## config.mk

```make
export PLATFORM = sky130hd
export DESIGN_NAME = sws_tx_serializer
export DESIGN_NICKNAME = d
export VERILOG_FILES = /design/src/rtl/sws_pkg.sv /design/src/rtl/sws_len_decode.sv /design/src/rtl/sws_shifter.sv /design/src/rtl/sws_ctrl.sv /design/src/rtl/sws_tx_serializer.sv
export SDC_FILE = /design/constraint.sdc
export NUM_CORES = 1
export LEC_CHECK = 0
export CAP_MARGIN = 0
export CORE_ASPECT_RATIO = 1.4
export CORE_UTILIZATION = 45
export DETAILED_ROUTE_END_ITERATION = 7
export PLACE_DENSITY = 0.74
export SYNTH_ARGS = -nofsm -noshare
export SYNTH_HDL_FRONTEND = slang
export SYNTH_SLANG_ARGS = --single-unit
```

## constraint.sdc

```tcl
create_clock -name clk -period 1.8 [get_ports clk]
set_clock_uncertainty 0.15 [all_clocks]
set_input_delay 0.27 -clock clk [delete_from_list [all_inputs] [get_ports clk]]
set_output_delay 0.27 -clock clk [all_outputs]
set_load 0.05 [all_outputs]
```

## src/rtl/sws_pkg.sv

```systemverilog
package sws_pkg;

  typedef enum logic {
    SWS_IDLE = 1'b0,
    SWS_SEND = 1'b1
  } sws_state_e;

  // Bytes to send for a given match length: 0 -> none, exactly two bytes' worth
  // stays at two, otherwise one more than the whole bytes covered, capped.
  function automatic int unsigned sws_byte_count(input int unsigned len,
                                                 input int unsigned byte_w,
                                                 input int unsigned max_bytes);
    int unsigned n;
    if (len == 0)
      n = 0;
    else if (len == 2 * byte_w)
      n = 2;
    else
      n = len / byte_w + 1;
    if (n > max_bytes)
      n = max_bytes;
    return n;
  endfunction

  // Number of leading stream bits dropped when fewer than all bytes are sent.
  function automatic int unsigned sws_skip_bits(input int unsigned n_bytes,
                                                input int unsigned byte_w,
                                                input int unsigned max_bytes);
    return byte_w * (max_bytes - n_bytes);
  endfunction

endpackage

```

## src/rtl/sws_len_decode.sv

```systemverilog
module sws_len_decode
  import sws_pkg::*;
#(
  parameter int BYTE_W    = 8,
  parameter int NUM_BYTES = 3,
  parameter int LEN_W     = 5,
  localparam int CNT_W    = $clog2(NUM_BYTES + 1),
  localparam int BITS_W   = $clog2(NUM_BYTES * BYTE_W + 1)
) (
  input  logic [LEN_W-1:0]  len,
  output logic [CNT_W-1:0]  n_bytes,
  output logic [BITS_W-1:0] n_bits
);

  int unsigned nb;

  always_comb begin
    nb      = sws_byte_count(32'(len), BYTE_W, NUM_BYTES);
    n_bytes = CNT_W'(nb);
    n_bits  = BITS_W'(nb * BYTE_W);
  end

endmodule

```

## src/rtl/sws_shifter.sv

```systemverilog
module sws_shifter
  import sws_pkg::*;
#(
  parameter int BYTE_W    = 8,
  parameter int NUM_BYTES = 3,
  localparam int CNT_W    = $clog2(NUM_BYTES + 1),
  localparam int TOT_W    = NUM_BYTES * BYTE_W
) (
  input  logic             clk,
  input  logic             rst_n,
  input  logic             load,
  input  logic             shift,
  input  logic [CNT_W-1:0] n_bytes,
  input  logic [TOT_W-1:0] pattern,
  output logic             msb
);

  logic [TOT_W-1:0] stream;
  logic [TOT_W-1:0] shreg;

  // Reorder: byte 0 goes to the top so it leaves first.
  for (genvar i = 0; i < NUM_BYTES; i++) begin : g_order
    assign stream[(NUM_BYTES-1-i)*BYTE_W +: BYTE_W] = pattern[i*BYTE_W +: BYTE_W];
  end

  always_ff @(posedge clk or negedge rst_n) begin
    if (!rst_n)
      shreg <= '0;
    else if (load)
      shreg <= stream << sws_skip_bits(32'(n_bytes), BYTE_W, NUM_BYTES);
    else if (shift)
      shreg <= {shreg[TOT_W-2:0], 1'b0};
  end

  assign msb = shreg[TOT_W-1];

  AST_SHIFT_HOLD: assert property (@(posedge clk) disable iff (!rst_n)
    (!load && !shift) |=> $stable(shreg));

endmodule

```

## src/rtl/sws_ctrl.sv

```systemverilog
module sws_ctrl
  import sws_pkg::*;
#(
  parameter int BITS_W = 5
) (
  input  logic              clk,
  input  logic              rst_n,
  input  logic              start,
  input  logic              bit_en,
  input  logic [BITS_W-1:0] n_bits,
  output logic              load,
  output logic              empty_start,
  output logic              take,
  output logic              last_take,
  output logic              busy,
  output logic              done
);

  sws_state_e        state;
  logic [BITS_W-1:0] bits_left;
  logic              accept;

  assign accept      = start && (state == SWS_IDLE);
  assign load        = accept && (n_bits != '0);
  assign empty_start = accept && (n_bits == '0);
  assign take        = (state == SWS_SEND) && bit_en;
  assign last_take   = take && (bits_left == BITS_W'(1));
  assign busy        = (state == SWS_SEND);

  always_ff @(posedge clk or negedge rst_n) begin
    if (!rst_n) begin
      state     <= SWS_IDLE;
      bits_left <= '0;
      done      <= 1'b0;
    end else begin
      done <= last_take || empty_start;
      case (state)
        SWS_IDLE: if (load) begin
          state     <= SWS_SEND;
          bits_left <= n_bits;
        end
        SWS_SEND: if (take) begin
          bits_left <= bits_left - BITS_W'(1);
          if (last_take) state <= SWS_IDLE;
        end
        default: state <= SWS_IDLE;
      endcase
    end
  end

  AST_COUNT_NONZERO: assert property (@(posedge clk) disable iff (!rst_n)
    busy |-> (bits_left != '0));
  AST_LAST_ENDS: assert property (@(posedge clk) disable iff (!rst_n)
    last_take |=> (!busy && done));
  AST_EMPTY_DONE: assert property (@(posedge clk) disable iff (!rst_n)
    empty_start |=> (done && !busy));
  AST_START_IGNORED: assert property (@(posedge clk) disable iff (!rst_n)
    (busy && start && !bit_en) |=> (busy && $stable(bits_left)));
  AST_LOAD_RISE: assert property (@(posedge clk) disable iff (!rst_n)
    load |=> busy);

endmodule

```

## src/rtl/sws_tx_serializer.sv

```systemverilog
module sws_tx_serializer
  import sws_pkg::*;
#(
  parameter int BYTE_W    = 8,
  parameter int NUM_BYTES = 3,
  parameter int LEN_W     = 5,
  localparam int CNT_W    = $clog2(NUM_BYTES + 1),
  localparam int BITS_W   = $clog2(NUM_BYTES * BYTE_W + 1),
  localparam int TOT_W    = NUM_BYTES * BYTE_W
) (
  input  logic             clk,
  input  logic             rst_n,
  input  logic             start,
  input  logic             bit_en,
  input  logic [TOT_W-1:0] sync_pattern,
  input  logic [LEN_W-1:0] sync_len,
  output logic             sdata,
  output logic             busy,
  output logic             done
);

  logic [CNT_W-1:0]  n_bytes;
  logic [BITS_W-1:0] n_bits;
  logic              load;
  logic              empty_start;
  logic              take;
  logic              last_take;
  logic              msb;

  sws_len_decode #(.BYTE_W(BYTE_W), .NUM_BYTES(NUM_BYTES), .LEN_W(LEN_W)) u_dec (
    .len     (sync_len),
    .n_bytes (n_bytes),
    .n_bits  (n_bits)
  );

  sws_ctrl #(.BITS_W(BITS_W)) u_ctrl (
    .clk         (clk),
    .rst_n       (rst_n),
    .start       (start),
    .bit_en      (bit_en),
    .n_bits      (n_bits),
    .load        (load),
    .empty_start (empty_start),
    .take        (take),
    .last_take   (last_take),
    .busy        (busy),
    .done        (done)
  );

  sws_shifter #(.BYTE_W(BYTE_W), .NUM_BYTES(NUM_BYTES)) u_shift (
    .clk     (clk),
    .rst_n   (rst_n),
    .load    (load),
    .shift   (take),
    .n_bytes (n_bytes),
    .pattern (sync_pattern),
    .msb     (msb)
  );

  assign sdata = busy && msb;

  AST_DONE_NO_BUSY: assert property (@(posedge clk) disable iff (!rst_n)
    done |-> !busy);
  AST_IDLE_QUIET: assert property (@(posedge clk) disable iff (!rst_n)
    !busy |-> !sdata);
  AST_HOLD_BIT: assert property (@(posedge clk) disable iff (!rst_n)
    (busy && !bit_en) |=> $stable(sdata));

endmodule

```

==> impl_metrics.ini, run 1 <==
[setup_path]
crit_type = input pin to flop
cp.arrival_ns = 1.87
critPathRequiredTime_ns = 1.88
critical_path.startpoint_type = input pin
end_kind = flop
path_max_fanout = 7

[global_routing]
gr-total-overflow = 0
track_usage_pct = 25.91
grt_antenna_before_repair = 0
grt_first_pass_wirelength_um = 8542
grt_pass1_vias = 1868
grt_max_degree = 32

[timing]
hold_violations = 0
finalMaxSlewViolations = 0
hold_slack_ns = 0.2188
setup_viol = 0
finalCritPeriodShare_pct = 99.83
fmax_mhz = 556.5
fin_crit_ns = 1.797
tightestPinTransition_ns = 0.4233
maxSlewHeadroom_pct = 71.71

[placement]
place_congestion = 0.8334
port-buffer-count = 35
hpwlAfterDp_um = 3758

[power]
leakage_nw = 1.130
finalPower_w = 0.003440
vdd_drop_max_mv = 1.203
p_per_area_mw_per_mm2 = 1316

[yosys]
synth_area_leaders = dfrtp_1 44%, nand2_1 5.3%, mux2i_1 5.1%, mux2_2 4.4%, o21ai_0 4.2%
synth_seq_area_share_pct = 43.51
yosys-top-cells-count = 31 x dfrtp_1, 25 x nand2_1, 15 x o21ai_0
syn_nets = 219
ys_ff_latch = 31
syn_area_mm2 = 0.001783
ys_types = 39
syn_inst = 183
synth-edff-count = 0
yosys_warnings = 0
syn_area_per_cell_um2 = 9.743
yosys.area.top_type = dfrtp_1
synth-async-reset-ratio_pct = 100.0
yosysMostFrequentCell = dfrtp_1
synth_top_area_share_pct = 43.51
ys.flop_type = dfrtp_1

[die]
die_x_um = 55.20
die_height_um = 76.48
row_count = 26
initial_core_util_pct = 48.08
die_area_mm2 = 0.004221
core_area_mm2 = 0.003709
io_pins = 36

[routing]
drt_wl_total_um = 5554
vias = 1779
viasPerCell = 6.242
drtPass1Iterations = 6
wl_per_cell_um = 19.49
remaining_drc_errors = 0
drt_iter0_drc = 113
ant_nets = 0

[status]
status = completed

[run]
cap_violations = 0

[clock_network]
insertion_delay_ns = 0.29
cts_max_level = 2
cts_buffers = 5
clk_path_buf_depth = 2
cts_root_buf = clkbuf_8
cts.sinks = 31
cts_tree = done
path_clk_slew_ns = 0.07

[worst_hold_path]
hp-class = input pin to async pin

[finish]
nNetsFinal = 278
drive_above_1_share_pct = 27.16
area_growth_pct = 46.60
n_antenna_cell = 0
## metrics by stage
stage	area (µm²)	setup TNS (ns)	worst slack (ns)	std cells	util (%)
6_report	2614	0	0.003092	285	70.48
3_3_place_gp	2357	-13.23	-0.5144	272	63.56
5_1_grt	2614	-0.07630	-0.03974	285	70.48
2_1_floorplan	1831	-0.2962	-0.06025	183	-
3_5_place_dp	2357	-15.01	-0.5724	272	63.56
4_1_cts	2537	-0.0002005	-0.0002005	284	68.42
## cell usage in the layout (no fill, tap or decap), types with 2 or more instances in the layout
master	n
a211oi_1	2
a222oi_1	6
a2bb2oi_1	7
a32oi_1	2
and2_1	3
buf_12	3
buf_4	24
buf_6	3
clkbuf_8	6
clkdlybuf4s15_1	3
clkdlybuf4s50_1	27
dfrtp_1	30
dlygate4sd2_1	2
inv_1	3
mux2_2	7
mux2i_1	9
nand2_1	25
nand3_1	14
nor2_1	2
nor2b_2	2
nor3_1	2
nor3_2	2
o211ai_1	8
o21a_1	2
o21ai_0	11
o21ai_1	6
o22a_1	2
## per-layer routing
metal,up-vias,track usage (%),wire length [µm]
met5,-,0,0
met4,0,13.00,110
met3,10,5.942,291
met2,76,47.47,3134
met1,880,27.02,2018
li1,813,-,-
## area by class of cell
cell class | count | area, µm²
clock inverter | 2 | 35.03
sequential | 31 | 777.0
tap | 42 | 52.55
clock buffer | 6 | 82.58
timing repair buffer | 64 | 644.4
multi-input combinational | 136 | 1007
fill | 297 | 1095
inverter | 4 | 15.01
## power breakdown
group / total [W] / switching (W) / internal (W)
combinational: 0.00147 / 0.000710 / 0.000763
clock: 0.000727 / 0.000280 / 0.000448
sequential: 0.00124 / 0.000223 / 0.00102
total: 0.00344 / 0.00121 / 0.00223
## registers in the layout, indices dropped and copies added, names as in the netlist
signal / count
u_shift.shreg: 24
u_ctrl.bits_left: 5
u_ctrl.done: 1
u_ctrl.busy: 1
## critical path: stages
cell             delay [ns]
clkdlybuf4s15_1        0.19
or4_4                  0.59
o221ai_4               0.22
buf_6                  0.19
buf_6                  0.14
o21a_1                 0.14
o22a_1                 0.13
## cells by family (layout without fill, tap and decap cells)
kind of cell             Yosys count  after routing  share of synthesized area [%]
AO/OA/AOI/OAI                     55             55                          23.65
XOR/XNOR                           1              1                         0.4913
adder cells (fa/ha/maj)            3              3                          2.105
buffers and inverters             16             76                          3.860
flip-flops                        31             31                          43.51
multiplexers                      16             16                          9.474
AND/OR/NAND/NOR                   61             61                          16.91
## worst paths after layout
check	startpoint	cells after the start	to	slack [ns]
setup / recovery	sync_len[2]	7	u_shift.shreg[15]$_DFFE_PN0P_	0.003
hold reg to reg	u_shift.shreg[10]$_DFFE_PN0P_	2	u_shift.shreg[11]$_DFFE_PN0P_	0.36
setup reg to reg	u_ctrl.bits_left[1]$_DFFE_PN0P_	6	u_ctrl.bits_left[4]$_DFFE_PN0P_	0.02
max in group asynchronous	rst_n	2	u_ctrl.busy$_DFF_PN0_	0.98
hold / removal	rst_n	2	u_ctrl.done$_DFF_PN0_	0.22
min in group clk	u_shift.shreg[10]$_DFFE_PN0P_	2	u_shift.shreg[11]$_DFFE_PN0P_	0.36
## what timing repair did
item / in CTS / in global routing
resized for setup: 14 / 14
buffers inserted: 3 / 0
pin swaps: 5 / 4
cloned: 1 / 1
endpoints found under the setup margin: 31 / 22
hold buffers: 0 / 0
Power figures use the tool's default switching activity.
==> inputs of run 2 (changes only) <==
--- a/config.mk
+++ b/config.mk
@@ -9,7 +9,7 @@
 export CORE_ASPECT_RATIO = 1.4
 export CORE_UTILIZATION = 45
 export DETAILED_ROUTE_END_ITERATION = 7
-export PLACE_DENSITY = 0.74
+export DONT_BUFFER_PORTS = 1
 export SYNTH_ARGS = -nofsm -noshare
 export SYNTH_HDL_FRONTEND = slang
 export SYNTH_SLANG_ARGS = --single-unit
==> run 2 against run 1 <==
  * Setup slack improved by 0.090 ns
  * Sequential share of layout area rose by 5.6 points
  * Die area stayed put
  * Final cell count is 12% lower
  * Global-route usage decreased by 1.5 points
  * Wire length down 15%
  * First-iteration DRC count decreased by 14%
  * Critical endpoint is now u_shift.shreg[11]$_DFFE_PN0P_
  * Largest power group is now registers
  * Highest routed layer unchanged
==> impl_metrics.ini, run 2 (synthesis results as in run 1) <==
[status]
status = completed

[setup_path]
cp.arrival_ns = 1.72
cpPeakStageDelay_ns = 0.77
worst-path-buf-inv = 0
path_max_fanout = 10
critical_path.startpoint_type = input pin
critPathRequiredTime_ns = 1.81
crit_type = input pin to flop
slowest_stage = nor2_1
critPathLaunch = sync_len[3]
crit_family = simple AND/OR/NAND/NOR gates
r2r-start = u_ctrl.busy$_DFF_PN0_
end_kind = flop
cp_cell_sequence = ha_1, nor2b_1, nor2_1, mux2i_1, o211ai_1

[timing]
maxSlewHeadroom_pct = 31.49
rsz0062_at_grt = false
finalMaxSlewViolations = 0
setup_viol = 0
tightestPinTransition_ns = 1.024
fin_tns_setup_ns = 0
hold_violations = 0
finalCritPeriodShare_pct = 94.83
hold_slack_ns = 0.02633
fmax_mhz = 585.8
fin_crit_ns = 1.707

[clock_network]
cts_root_buf = clkbuf_8
cts_buffers = 5
cts_tree = done
cts.sinks = 31
path_clk_slew_ns = 0.07
cts_max_level = 2
cts_setup_buffers = 0
insertion_delay_ns = 0.28
clk_path_buf_depth = 2

[routing]
drt_wl_total_um = 4737
vias = 1549
remaining_drc_errors = 0
wl_per_cell_um = 18.87
drt_iter0_drc = 97
viasPerCell = 6.171
ant_nets = 0
drtPass1Iterations = 4

[placement]
place_congestion = 0.7935
port-buffer-count = 0
placedCellCount = 233
hpwlAfterDp_um = 3584

[die]
core_area_mm2 = 0.003709
initial_core_util_pct = 48.08
die_height_um = 76.48
die_x_um = 55.20
die_area_mm2 = 0.004221
row_count = 26
io_pins = 36

[global_routing]
track_usage_pct = 24.43
gr-total-overflow = 0
grt_first_pass_wirelength_um = 8052
grt_max_degree = 32
grt_antenna_before_repair = 0
grt_pass1_vias = 1671

[finish]
nNetsFinal = 244
nFillCells = 343
drive_above_1_share_pct = 23.44
n_antenna_cell = 0
layout_commonest_cell = dfrtp_1
area_growth_pct = 23.51
largest_reg_flops = 24
stdcell_count = 251
layout_common_cells = 30 x dfrtp_1, 25 x nand2_1, 20 x buf_4
largest_register = u_shift.shreg
post-route-util_pct = 59.38
largestRegisters = u_shift.shreg (24), u_ctrl.bits_left (5)

[power]
finalPower_w = 0.003147
leakage_nw = 0.9537
p_per_area_mw_per_mm2 = 1429
vdd_drop_max_mv = 0.9407

[run]
cap_violations = 0

[worst_hold_path]
hp-class = input pin to flop
min_from = sync_pattern[21]
run 2: cell count changes in the layout (fill, tap and decap cells not counted), moves of 2 or more:
| cell | change |
|---|---|
| o21ai_1 | -3 |
| o21ai_0 | +4 |
| dlygate4sd3_1 | +9 |
| clkdlybuf4s15_1 | -3 |
| clkdlybuf4s50_1 | -27 |
| dlygate4sd2_1 | -2 |
| nor2b_2 | -2 |
| buf_6 | -3 |
| buf_12 | -2 |
| buf_4 | -4 |
run 2: cell type report:
class	instances	area, µm²	share of cell area, %
sequential	31	777.0	35.28
inverter	4	15.01	0.6818
clock inverter	2	35.03	1.591
multi-input combinational	136	979.7	44.49
clock buffer	6	82.58	3.750
tap	42	52.55	2.386
timing repair buffer	30	260.3	11.82
run 2: timing repair:
action	in CTS	in global routing
resized for setup	2	5
setup endpoints to repair	1	9
cloned	0	0
hold endpoints to repair	39	0
hold buffers	10	0
run 2: worst paths after layout:
check	slack (ns)	end	cells past startpoint
max in group asynchronous	1.05	u_ctrl.busy$_DFF_PN0_	2
hold / removal	0.03	u_shift.shreg[21]$_DFFE_PN0P_	2
hold reg to reg	0.35	u_shift.shreg[9]$_DFFE_PN0P_	2
setup reg to reg	0.14	u_shift.shreg[0]$_DFFE_PN0P_	4
setup / recovery	0.09	u_shift.shreg[11]$_DFFE_PN0P_	5
min in group asynchronous	0.27	u_ctrl.done$_DFF_PN0_	2
run 2: per-layer routing:
metal | routed length, µm | track usage [%] | part of all wire [%]
met4 | 102 | 10.75 | 2.2
met2 | 2420 | 40.00 | 51
met3 | 232 | 6.791 | 4.9
met5 | 0 | 0 | 0
met1 | 1982 | 29.71 | 42
run 2: through the flow:
| stage | setup WS (ns) | cell area (µm²) |
|---|---|---|
| 4_1_cts | 0.01152 | 2187 |
| 5_1_grt | 0.008436 | 2202 |
| 3_3_place_gp | -0.1335 | 1947 |
| 6_report | 0.09306 | 2202 |
| 3_5_place_dp | -0.2093 | 1947 |
| 2_1_floorplan | -0.06025 | 1831 |
run 2: report_power, final:
part / switching (W) / total, W / internal (W)
logic: 0.000595 / 0.00120 / 0.000601
registers: 0.000219 / 0.00124 / 0.00102
clock network: 0.000268 / 0.000716 / 0.000448
total: 0.00108 / 0.00315 / 0.00206
==> inputs of run 3 (changes only) <==
--- a/config.mk
+++ b/config.mk
@@ -5,6 +5,7 @@
 export SDC_FILE = /design/constraint.sdc
 export NUM_CORES = 1
 export LEC_CHECK = 0
+export ABC_AREA = 1
 export CAP_MARGIN = 0
 export CORE_ASPECT_RATIO = 1.4
 export CORE_UTILIZATION = 45
==> run 3 against run 2 <==
  * Setup slack gained 0.17 ns
  * First-iteration DRC count shrank 18%
  * Final cell count grew 52%
  * Core utilization shrank 7.8 points
  * Die area grew 18%
  * Register-to-register slack gained 0.12 ns
  * Count of clock-buffer cells in the layout is the same
  * Hold slack gained 0.028 ns
  * Sequential power shrank 3%
  * Sequential cell count is the same
  * Total power shrank 0.72%
  * Critical path depth grew 3
  * Critical endpoint is now u_shift.shreg[4]$_DFFE_PN0P_
==> impl_metrics.ini, run 3 <==
[timing]
fin_tns_setup_ns = 0
tightestPinTransition_ns = 0.4516
rsz0062_at_grt = false
finalCritPeriodShare_pct = 85.42
finalMaxSlewViolations = 0
fin_crit_ns = 1.538
setup_viol = 0
hold_violations = 0
maxSlewHeadroom_pct = 69.92
fmax_mhz = 650.4

[finish]
largestRegisters = u_shift.shreg (24), u_ctrl.bits_left (5)
area_growth_pct = 10.14
nNetsFinal = 356
layout_common_cells = 109 x nand2_1, 49 x nand3_1, 31 x dfrtp_1
largest_reg_flops = 24
drive_above_1_share_pct = 13.75
n_antenna_cell = 0
largest_register = u_shift.shreg
layout_commonest_cell = nand2_1
nFillCells = 496

[die]
die_height_um = 83.25
row_count = 29
core_area_mm2 = 0.004536
io_pins = 36
die_area_mm2 = 0.004998
initial_core_util_pct = 46.79
die_x_um = 60.04

[setup_path]
end_kind = flop
cpMostUsedCell = nand2_1
crit_family = buffers and inverters
path_max_fanout = 8
crit_type = flop to flop
worst-path-buf-inv = 3
cpPeakStageDelay_ns = 0.42
ff2ff_setup_slack_ns = 0.26
critical_path.startpoint_type = flop
cp_cell_sequence = nand2_2, inv_1, buf_4, nand2_1, nand2_1, nand2_1, nand2_1, inv_1
critPathRequiredTime_ns = 1.83
cp.arrival_ns = 1.57
slowest_stage = dfrtp_1

[routing]
viasPerCell = 5.126
vias = 1958
drt_wl_total_um = 5201
wl_per_cell_um = 13.62
remaining_drc_errors = 0
drt_iter0_drc = 80
ant_nets = 0
drtPass1Iterations = 4

[yosys]
ys_ff_latch = 31
synth_top_area_share_pct = 36.56
yosys_warnings = 0
syn_inst = 312
ys.flop_type = dfrtp_1
synth_seq_area_share_pct = 36.56
ys_types = 27
syn_nets = 348
synth-async-reset-ratio_pct = 100.0
syn_area_per_cell_um2 = 6.801
yosys.area.top_type = dfrtp_1
syn_area_mm2 = 0.002122
yosys-top-cells-count = 109 x nand2_1, 49 x nand3_1, 31 x dfrtp_1
synth-edff-count = 0
synth_area_leaders = dfrtp_1 37%, nand2_1 19%, nand3_1 12%, inv_1 5.0%, nor2_1 4.2%
yosysMostFrequentCell = nand2_1

[placement]
place_congestion = 0.8497
port-buffer-count = 0
hpwlAfterDp_um = 3860

[global_routing]
track_usage_pct = 23.34
gr-total-overflow = 0
grt_antenna_before_repair = 0
grt_pass1_vias = 1909
grt_first_pass_wirelength_um = 8749
grt_max_degree = 36

[power]
vdd_drop_max_mv = 0.4970
power_frac_seq_pct = 38.5
power_switching_w = 0.001286
switching_share_pct = 41.17
p_int_w = 0.001838
finalPower_w = 0.003124
power_frac_comb_pct = 43.7
p_per_area_mw_per_mm2 = 1337
power.share.clock_pct = 17.9
leakage_nw = 1.268

[run]
cap_violations = 0

[clock_network]
cts.sinks = 31
post_cts_resized = 0
cts_max_level = 2
insertion_delay_ns = 0.28
cts_buffers = 5
cts_tree = done
cts_root_buf = clkbuf_8
cts_setup_buffers = 0
clk_path_buf_depth = 2
path_clk_slew_ns = 0.07

[worst_hold_path]
hp-class = input pin to flop

[status]
status = completed
[run 3: cell types whose count changed in the layout (fill, tap and decap cells not counted), sizes merged, moves of 9 or more]
cell,before,now
inv,4,32
nand2,27,116
mux2i,9,0
nand3,14,55
nor2,2,26
[run 3: repair_timing]
| item | 4_1_cts | 5_1_grt |
|---|---|---|
| hold buffers | 2 | 0 |
| setup endpoints to repair | 0 | 0 |
| hold endpoints to repair | 31 | 0 |
[run 3: metrics by stage]
stage,utilization [%],setup slack (ns),instance area (µm²),hold slack [ns],instances
after floorplan,-,0.0005761,2122,-0.1756,312
after global placement,48.94,0.1240,2220,-0.1748,373
after detailed placement,48.94,0.1028,2220,-0.1748,373
after CTS,51.53,0.2517,2337,0.04638,382
after global routing,51.53,0.1592,2337,0.06600,382
final,51.53,0.2624,2337,0.05388,382
[run 3: final timing paths]
check                                              startpoint                         endpoint  cells after the start
worst max-delay path                    u_ctrl.busy$_DFF_PN0_     u_shift.shreg[4]$_DFFE_PN0P_                      8
worst min-delay path                         sync_pattern[16]     u_shift.shreg[0]$_DFFE_PN0P_                      2
min in group asynchronous                               rst_n  u_ctrl.bits_left[3]$_DFFE_PN0P_                      2
worst max register to register          u_ctrl.busy$_DFF_PN0_     u_shift.shreg[4]$_DFFE_PN0P_                      8
worst min register to register  u_shift.shreg[22]$_DFFE_PN0P_    u_shift.shreg[23]$_DFFE_PN0P_                      2
max in group asynchronous                               rst_n    u_shift.shreg[14]$_DFFE_PN0P_                      2
[run 3: area by class of cell]
type                            instances  area (µm²)  share of cell area [%]
Clock buffer                            6       82.58                   3.533
Clock inverter                          1       5.005                  0.2141
Inverter                               32       120.1                   5.139
Multi-Input combinational cell        234        1116                   47.75
Sequential cell                        31       775.7                   33.19
Tap cell                               62       77.57                   3.319
Timing Repair Buffer                   16       160.2                   6.852
[run 3: power groups by stage]
stage	clock (W)	sequential (W)	combinational, W
after CTS	0.000561	0.00120	0.00137
after global routing	0.000592	0.00123	0.00157
after global placement	0	0.00121	0.00134
after detailed placement	0	0.00121	0.00134
final	0.000558	0.00120	0.00136
after floorplan	0	0.00118	0.00104
[run 3: layer usage]
layer / vias up / wire length (µm) / track usage, %
li1: 994 / - / -
met1: 913 / 2237 / 29.71
met2: 42 / 2641 / 39.19
met3: 9 / 219 / 3.583
met4: 0 / 103 / 7.611
met5: - / 0 / 0
[run 3: cells by family after synthesis]
family / count (synthesis) / share of synthesized area, %
AOI/OAI and AO/OA: 23 / 5.484
xor gates and xnor gates: 2 / 0.8256
adders and majority gates: 3 / 1.769
buffers and inverters: 47 / 10.85
DFF: 31 / 36.56
and+or+nand+nor: 206 / 44.52
